==> config.mk <==
export PLATFORM = sky130hd
export DESIGN_NAME = wake_clk_ctrl
export DESIGN_NICKNAME = d
export VERILOG_FILES = /design/src/rtl/wcc_pkg.sv /design/src/rtl/wcc_lock_sync.sv /design/src/rtl/wcc_seq.sv /design/src/rtl/wcc_evt_irq.sv /design/src/rtl/wake_clk_ctrl.sv
export SDC_FILE = /design/constraint.sdc
export NUM_CORES = 1
export LEC_CHECK = 0
export ABC_AREA = 0
export ABC_CLOCK_PERIOD_IN_PS = 1600
export CELL_PAD_IN_SITES_DETAIL_PLACEMENT = 0
export CELL_PAD_IN_SITES_GLOBAL_PLACEMENT = 1
export CORE_UTILIZATION = 43
export DETAILED_ROUTE_END_ITERATION = 16
export DONT_BUFFER_PORTS = 1
export GPL_TIMING_DRIVEN = 0
export MAX_ROUTING_LAYER = met4
export PLACE_DENSITY_LB_ADDON = 0.1
export SYNTH_ARGS = -nofsm -noshare
export SYNTH_HDL_FRONTEND = slang
export SYNTH_SLANG_ARGS = --single-unit
==> constraint.sdc <==
create_clock -name clk -period 1.6 [get_ports clk]
set_input_delay 0.08 -clock clk [delete_from_list [all_inputs] [get_ports clk]]
set_output_delay 0.08 -clock clk [all_outputs]
set_load 0.03 [all_outputs]
==> src/rtl/wcc_pkg.sv <==
package wcc_pkg;

    localparam int EVT_W       = 3;
    localparam int EVT_WAKE    = 0;
    localparam int EVT_SWITCH  = 1;
    localparam int EVT_PDERR   = 2;

    typedef enum logic [1:0] {
        ST_REAL  = 2'd0,
        ST_SLEEP = 2'd1,
        ST_RING  = 2'd2,
        ST_PLLUP = 2'd3
    } wcc_state_e;

    // bit 0 ring enable, bits 2:1 real-clock mode, bit 3 clock-out off,
    // bits 5:4 unused, bits 7:6 interrupt level select
    typedef struct packed {
        logic [1:0] lvl_sel;
        logic [1:0] rsvd;
        logic       clko_off;
        logic [1:0] rc_mode;
        logic       ring_en;
    } wcc_ctrl_t;

    typedef struct packed {
        wcc_state_e state;
    } wcc_seq_t;

    function automatic logic [2:0] lvl_map(input logic [1:0] sel);
        case (sel)
            2'b01:   return 3'd1;
            2'b10:   return 3'd6;
            2'b11:   return 3'd7;
            default: return 3'd0;
        endcase
    endfunction

    function automatic logic rc_requested(input logic [1:0] mode);
        return (mode == 2'b01) || (mode == 2'b10);
    endfunction

endpackage

==> src/rtl/wcc_lock_sync.sv <==
module wcc_lock_sync #(
    parameter int STAGES = 2
) (
    input  logic clk,
    input  logic rst_n,
    input  logic async_in,
    output logic sync_out
);
    logic [STAGES-1:0] sync_d, sync_q;

    generate
        if (STAGES == 1) begin : g_one
            always_comb sync_d = async_in;
        end else begin : g_chain
            always_comb sync_d = {sync_q[STAGES-2:0], async_in};
        end
    endgenerate

    always_ff @(posedge clk or negedge rst_n) begin
        if (!rst_n) sync_q <= '0;
        else        sync_q <= sync_d;
    end

    assign sync_out = sync_q[STAGES-1];
endmodule

==> src/rtl/wcc_seq.sv <==
module wcc_seq
    import wcc_pkg::*;
(
    input  logic       clk,
    input  logic       rst_n,
    input  logic       ring_en,
    input  logic [1:0] rc_mode,
    input  logic       wake_hit,
    input  logic       pll_avail,
    input  logic       lock_s,
    input  logic       pd_req,
    input  logic       pd_done,
    output logic       pll_en,
    output logic       ring_on,
    output logic       clk_sel,
    output logic       pd_go,
    output logic       wake_fire,
    output logic       switch_fire,
    output logic       pd_hold
);
    wcc_seq_t seq_d, seq_q;

    always_comb begin
        seq_d       = seq_q;
        wake_fire   = 1'b0;
        switch_fire = 1'b0;
        pd_hold     = 1'b0;
        case (seq_q.state)
            ST_REAL: begin
                if (pd_done) seq_d.state = ST_SLEEP;
            end
            ST_SLEEP: begin
                if (ring_en && wake_hit && pll_avail) begin
                    seq_d.state = ST_RING;
                    wake_fire   = 1'b1;
                end
            end
            ST_RING: begin
                if (pd_done)
                    seq_d.state = ST_SLEEP;
                else if (rc_requested(rc_mode) && pll_avail)
                    seq_d.state = ST_PLLUP;
            end
            ST_PLLUP: begin
                pd_hold = pd_req;
                if (lock_s) begin
                    seq_d.state = ST_REAL;
                    switch_fire = 1'b1;
                end else if (!pll_avail) begin
                    seq_d.state = ST_RING;
                end
            end
            default: seq_d.state = ST_REAL;
        endcase
    end

    always_ff @(posedge clk or negedge rst_n) begin
        if (!rst_n) seq_q <= '{state: ST_REAL};
        else        seq_q <= seq_d;
    end

    assign pll_en  = (seq_q.state == ST_REAL) || (seq_q.state == ST_PLLUP);
    assign ring_on = (seq_q.state == ST_RING) || (seq_q.state == ST_PLLUP);
    assign clk_sel = (seq_q.state != ST_REAL);
    assign pd_go   = pd_req && ((seq_q.state == ST_REAL) || (seq_q.state == ST_RING));
endmodule

==> src/rtl/wcc_evt_irq.sv <==
module wcc_evt_irq
    import wcc_pkg::*;
(
    input  logic             clk,
    input  logic             rst_n,
    input  logic             wake_fire,
    input  logic             switch_fire,
    input  logic             pd_hold,
    input  logic             clr_wr,
    input  logic [EVT_W-1:0] clr_bits,
    input  logic [1:0]       rc_mode,
    input  logic [1:0]       lvl_sel,
    output logic [EVT_W-1:0] evt_bits,
    output logic             irq_req,
    output logic [2:0]       irq_lvl
);
    logic [EVT_W-1:0] evt_d, evt_q, set_v;
    logic             pending;

    always_comb begin
        set_v              = '0;
        set_v[EVT_WAKE]    = wake_fire;
        set_v[EVT_SWITCH]  = switch_fire;
        set_v[EVT_PDERR]   = pd_hold;
        evt_d = (evt_q & ~(clr_wr ? clr_bits : '0)) | set_v;
    end

    always_ff @(posedge clk or negedge rst_n) begin
        if (!rst_n) evt_q <= '0;
        else        evt_q <= evt_d;
    end

    assign pending  = evt_q[EVT_WAKE] || (evt_q[EVT_SWITCH] && (rc_mode == 2'b10));
    assign irq_req  = pending && (lvl_sel != 2'b00);
    assign irq_lvl  = irq_req ? lvl_map(lvl_sel) : 3'd0;
    assign evt_bits = evt_q;
endmodule

==> src/rtl/wake_clk_ctrl.sv <==
module wake_clk_ctrl
    import wcc_pkg::*;
#(
    parameter int N_WAKE      = 3,
    parameter int SYNC_STAGES = 2
) (
    input  logic              clk,
    input  logic              rst_n,
    input  logic              reg_wr,
    input  logic              reg_sel,
    input  logic [7:0]        reg_wdata,
    output logic [7:0]        ctrl_rdata,
    output logic [7:0]        evt_rdata,
    input  logic [N_WAKE-1:0] wake_evt,
    input  logic [N_WAKE-1:0] wake_mask,
    input  logic              pll_avail,
    output logic              pll_en,
    input  logic              pll_lock,
    output logic              ring_on,
    input  logic              pd_req,
    output logic              pd_go,
    input  logic              pd_done,
    output logic              clk_sel,
    output logic              irq_req,
    output logic [2:0]        irq_lvl,
    output logic              clko_en
);
    localparam int EVT_PAD = 8 - EVT_W;

    wcc_ctrl_t        ctrl_d, ctrl_q;
    logic             lock_s, wake_hit;
    logic             wake_fire, switch_fire, pd_hold;
    logic [EVT_W-1:0] evt_bits;

    // control register; a clear of ring enable is refused on the ring clock
    always_comb begin
        ctrl_d = ctrl_q;
        if (reg_wr && !reg_sel) begin
            ctrl_d      = wcc_ctrl_t'(reg_wdata);
            ctrl_d.rsvd = 2'b00;
            if (clk_sel && ctrl_q.ring_en) ctrl_d.ring_en = 1'b1;
        end
    end

    always_ff @(posedge clk or negedge rst_n) begin
        if (!rst_n) ctrl_q <= '0;
        else        ctrl_q <= ctrl_d;
    end

    assign wake_hit = |(wake_evt & ~wake_mask);

    wcc_lock_sync #(.STAGES(SYNC_STAGES)) i_lock_sync (
        .clk      (clk),
        .rst_n    (rst_n),
        .async_in (pll_lock),
        .sync_out (lock_s)
    );

    wcc_seq i_seq (
        .clk         (clk),
        .rst_n       (rst_n),
        .ring_en     (ctrl_q.ring_en),
        .rc_mode     (ctrl_q.rc_mode),
        .wake_hit    (wake_hit),
        .pll_avail   (pll_avail),
        .lock_s      (lock_s),
        .pd_req      (pd_req),
        .pd_done     (pd_done),
        .pll_en      (pll_en),
        .ring_on     (ring_on),
        .clk_sel     (clk_sel),
        .pd_go       (pd_go),
        .wake_fire   (wake_fire),
        .switch_fire (switch_fire),
        .pd_hold     (pd_hold)
    );

    wcc_evt_irq i_evt_irq (
        .clk         (clk),
        .rst_n       (rst_n),
        .wake_fire   (wake_fire),
        .switch_fire (switch_fire),
        .pd_hold     (pd_hold),
        .clr_wr      (reg_wr && reg_sel),
        .clr_bits    (reg_wdata[EVT_W-1:0]),
        .rc_mode     (ctrl_q.rc_mode),
        .lvl_sel     (ctrl_q.lvl_sel),
        .evt_bits    (evt_bits),
        .irq_req     (irq_req),
        .irq_lvl     (irq_lvl)
    );

    assign ctrl_rdata = ctrl_q;
    assign evt_rdata  = {{EVT_PAD{1'b0}}, evt_bits};
    assign clko_en    = !(ctrl_q.clko_off && clk_sel);
endmodule

[Word level (Yosys, flattened, before mapping)]
Cells that the tools add are included.
Storage, ports and cells
  flip-flop bits (word level): 13
  input port bits: 22
  output and inout port bits: 25
Cells by class
  equality and inequality tests: 12
  multiplexer cells: 16
  bitwise gates (word level): 5
  reductions and logical operators: 22
Operators with widths (count)
  2-to-1 mux 2 bit: 6
  equality test 2 bit (second input constant): 5
  logical AND 1 bit: 10
  one-hot mux 3 bit (3 select lines): 1
  one-hot mux 2 bit (4 select lines): 1
  AND 3 bit: 2
  equality test 2 x 1 -> 1 bit (second input constant): 3
  2-to-1 mux 1 bit: 6
  2-to-1 mux 3 bit: 2
  NOT 3 bit: 2
  logical OR 1 bit: 5
  AND reduction 4 bit: 1
  nonzero test 2 bit: 2
  inequality test 3 x 2 -> 1 bit (second input constant): 1
  inequality test 3 bit (second input constant): 1
  bitwise OR 3 bit: 1
  OR reduction 3 bit: 1
  zero test 1 bit: 2
  zero test 2 bit: 1
  inequality test 2 x 1 -> 1 bit (second input constant): 1
  inequality test 2 bit (second input constant): 1

[Longest topological paths before layout]
  depth in word-level cells: 8
  mapped depth: 6
  mapped depth without buffers: 6

[Cells and area by module]
Synthesis repeated with hierarchy kept, for this count alone.
Second synthesis, totals
  cell total of the unflattened synthesis: 75
  area, all modules: 809.5 um^2
By module, submodules not included
  wake_clk_ctrl: instances 1, cells each 29, area an instance 350.3 um^2, sequential area each 150.1 um^2
  wcc_seq: instances 1, cells each 28, area an instance 244.0 um^2, sequential area each 50.0 um^2
  wcc_evt_irq: instances 1, cells each 16, area an instance 165.2 um^2, sequential area each 75.1 um^2
  wcc_lock_sync: instances 1, cells each 2, area an instance 50.0 um^2, sequential area each 50.0 um^2

[Worst setup path before layout]
OpenSTA, ideal clock, no wires.
  path kind: reg2out
  start: reg ctrl_q, in the netlist ctrl_rdata[1]
  end: out irq_req
  data arrival time: 1653 ps
  slack: -133 ps
  cell stages (with the launch flop): 6
  buffers on the path: 0
  cells stage by stage: dfrtp_1 > inv_1 > ha_1 > a21oi_1 > nor2b_1 > or2_1
Between the ends
  cells in the longest elaborated chain, start to end: 4
RTL lines
  start: declaration: line wake_clk_ctrl.sv:30  | wcc_ctrl_t ctrl_d, ctrl_q;
  start signal: assignment: line wake_clk_ctrl.sv:47  | else ctrl_q <= ctrl_d;
  equality test 2 bit: line wcc_evt_irq.sv:33  | assign pending = evt_q[EVT_WAKE] || (evt_q[EVT_SWITCH] && (rc_mode == 2'b10));
  logical AND 1 bit: line wcc_evt_irq.sv:33
  logical OR 1 bit: line wcc_evt_irq.sv:33
  logical AND 1 bit: line wcc_evt_irq.sv:34  | assign irq_req = pending && (lvl_sel != 2'b00);
  end: declaration: line wake_clk_ctrl.sv:24  | output logic irq_req,
No other way between the ends.

[Final worst setup path]
Ends and elaborated chain as after synthesis.

==> results.toml <==
[placement]
gp_congestion = 0.745
portBuffers = 0
place.detailed.hpwl_microns = 1110
placed_cells = 103

[yosys]
ys_types = 25
synth_seq_cells = 13
ys_warn_count = 0
synthTopCellsByArea = "dfrtp_1 (41%), buf_4 (8.6%), ha_1 (8.0%)"
synth_top_area_frac = 0.414
syn_avg_cell_area_sq_um = 10.9
mappedNetlistArea_sq_um = 786
syn_inst = 72
yosysTopAreaCell = "dfrtp_1"
ys_seq_area_frac = 0.414

[pwr]
swShare = 0.513
p_sw_uw = 911
seqPwrFrac = 0.360
vdd_ir_drop_max_v = 0.00103
power.internal_uw = 865
power_frac_clock = 0.113
p_leak_uw = 0.000484
p_comb_frac = 0.527
p_per_area_nw_per_um2 = 1700

[global_route]
overflow = 0
antenna_found_initial = 0
grt_start_max_net_pins = 14
grt_pass1_vias = 514
grt_usage = 0.163
grt_pass1_wl_microns = 2190

[cells_and_area]
areaGrowthSynthToFinish_pct = 32.8
final_nets = 122
fillers = 163
drive_above_1_share = 0.340
fin_cells = 119
layout_common_cells = "dfrtp_1 (11), dlygate4sd3_1 (11), buf_4 (9)"
diodes = 0

[worst_setup_path]
critPathCaptureType = "primary output"
reg2reg_depth = 6
cp_data_required_time_ps = 1520
crit_type = "reg2out"
arrival_ps = 1590
r2r_start = "ctrl_rdata[1]"
startpoint = "ctrl_rdata[1]"
cp-start-kind = "flip-flop"
path_max_fanout = 2

[status]
status = "finished with violations"
violations = "negative setup slack"

[timing]
final-hold-violation-count = 0
finalHoldWorstSlack_ps = 13.3
timing.fmax_mhz = 599
slew_headroom = 0.616
rsz0062_at_grt = "true"
worst_slack_ps = -70.5
setup_viol = 2
fin_crit_sh = 1.04
finClkSkew_ps = 5.34
tightest_slew_ps = 575
fin_crit_ps = 1670
slew_violations = 0
fin_setup_tns_ps = -77.2

[clocking]
clock_sinks = 13
cts_root_buffer = "clkbuf_4"
clock_path_buffers = 2
clk_pin_slew_ps = 80
insertion_delay_ps = 270
cts_tree = "yes"
htreeDepth = 1
numCtsBuffers = 3

[detailed_routing]
drtIter0Drc = 8
drtPass1Iterations = 4
antenna_left = 0
wl_per_cell_microns = 13.0
detail_route.wirelength_microns = 1550
drcViolationCount = 0
vias = 547
viasPerCell = 4.60

[hold_path]
hold_depth = 2
min_path_type = "in2reg"
hold_start = "reg_wr"

[floorplan]
dieArea_sq_um = 2000
ios = 47
start_util = 0.455
std_cell_rows = 15
die_w_microns = 44.7
fp.coreArea_sq_um = 1730
die_h_microns = 44.7

[flow_run]
drv_cap = 0
power groups by stage:
stage               registers (uW)  logic (uW)  clock network, uW
floorplan                      603         738                  0
global placement               625         813                  0
detailed placement             629         821                  0
CTS                            639         934                208
global route                   653        1000                221
finish                         640         936                200
timing repair:
| action | 4_1_cts | 5_1_grt |
|---|---|---|
| endpoints found under the hold margin | 23 | 0 |
| resized for setup | 14 | 2 |
| pin swaps | 2 | 2 |
| hold buffers | 11 | 0 |
| endpoints found under the setup margin | 7 | 5 |
| setup buffers | 1 | 0 |
cells by family (layout without fill, tap and decap cells):
logic type,count (synthesis),count (layout),share of synthesized area
other cells,1,7,0.00477
mux,5,5,0.0701
compound gates,11,11,0.146
fa+ha+maj,5,5,0.0796
simple gates,21,21,0.164
flops,13,13,0.414
buf+inv,16,32,0.121
metrics by stage:
stage | worst slack, ps | utilization | instance area [sq um] | power [uW]
2_1_floorplan | 36.4 | - | 813 | 1340
3_3_place_gp | -42.1 | 0.489 | 845 | 1440
3_5_place_dp | -49.8 | 0.489 | 845 | 1450
4_1_cts | -86.2 | 0.601 | 1040 | 1780
5_1_grt | -119 | 0.604 | 1040 | 1880
6_report | -70.5 | 0.604 | 1040 | 1780
Yosys cell counts, drive strengths merged:
cell	count
nand2	5
a31oi	1
conb	1
nor2b	4
nand3	3
or2	2
nand3b	1
nor2	1
nand2b	5
dfrtp	13
buf	10
inv	6
o2bb2ai	1
mux2i	1
o221ai	2
ha	5
a21oi	2
o21ai	1
mux2	4
a22o	4
per-layer routing:
| layer | track usage | up-vias | part of all wire |
|---|---|---|---|
| met3 | 0.0640 | 0 | 0.065 |
| met1 | 0.165 | 253 | 0.38 |
| met5 | - | - | 0 |
| met2 | 0.297 | 24 | 0.55 |
| met4 | 0.0364 | 0 | 0 |
| li1 | - | 270 | - |
final cells by class:
| cell class | instances | area, sq um | share of cell area |
|---|---|---|---|
| inverters | 6 | 22.5 | 0.0216 |
| well taps | 25 | 31.3 | 0.0300 |
| repair buffers | 12 | 118 | 0.113 |
| clock buffers | 4 | 26.3 | 0.0252 |
| flip-flops and latches | 13 | 328 | 0.314 |
| multi-input cells | 49 | 442 | 0.423 |
| plain buffers | 10 | 76.3 | 0.0731 |
state kept, by name, indices dropped and copies added, names as in the netlist:
signal	cells
i_seq.seq_q	2
i_lock_sync.sync_q	2
ctrl_rdata	6
i_evt_irq.evt_bits	3
path summary, 6_finish.rpt:
path / to / slack, ps
max: irq_req / -70
min in group asynchronous: ctrl_rdata[0] / 230
min: i_evt_irq.evt_bits[1] / 10
max in group asynchronous: ctrl_rdata[2] / 950
min reg2reg: i_lock_sync.sync_q[1] / 350
max reg2reg: i_seq.seq_q[0] / 90
worst max-delay path, cell delays in order (launching register included):
cell     delay, ps
dfrtp_2        470
inv_2           80
ha_4           170
a21oi_4        190
nor2b_4        100
or2_4          300
No activity file was read; power rests on OpenSTA's default activity.
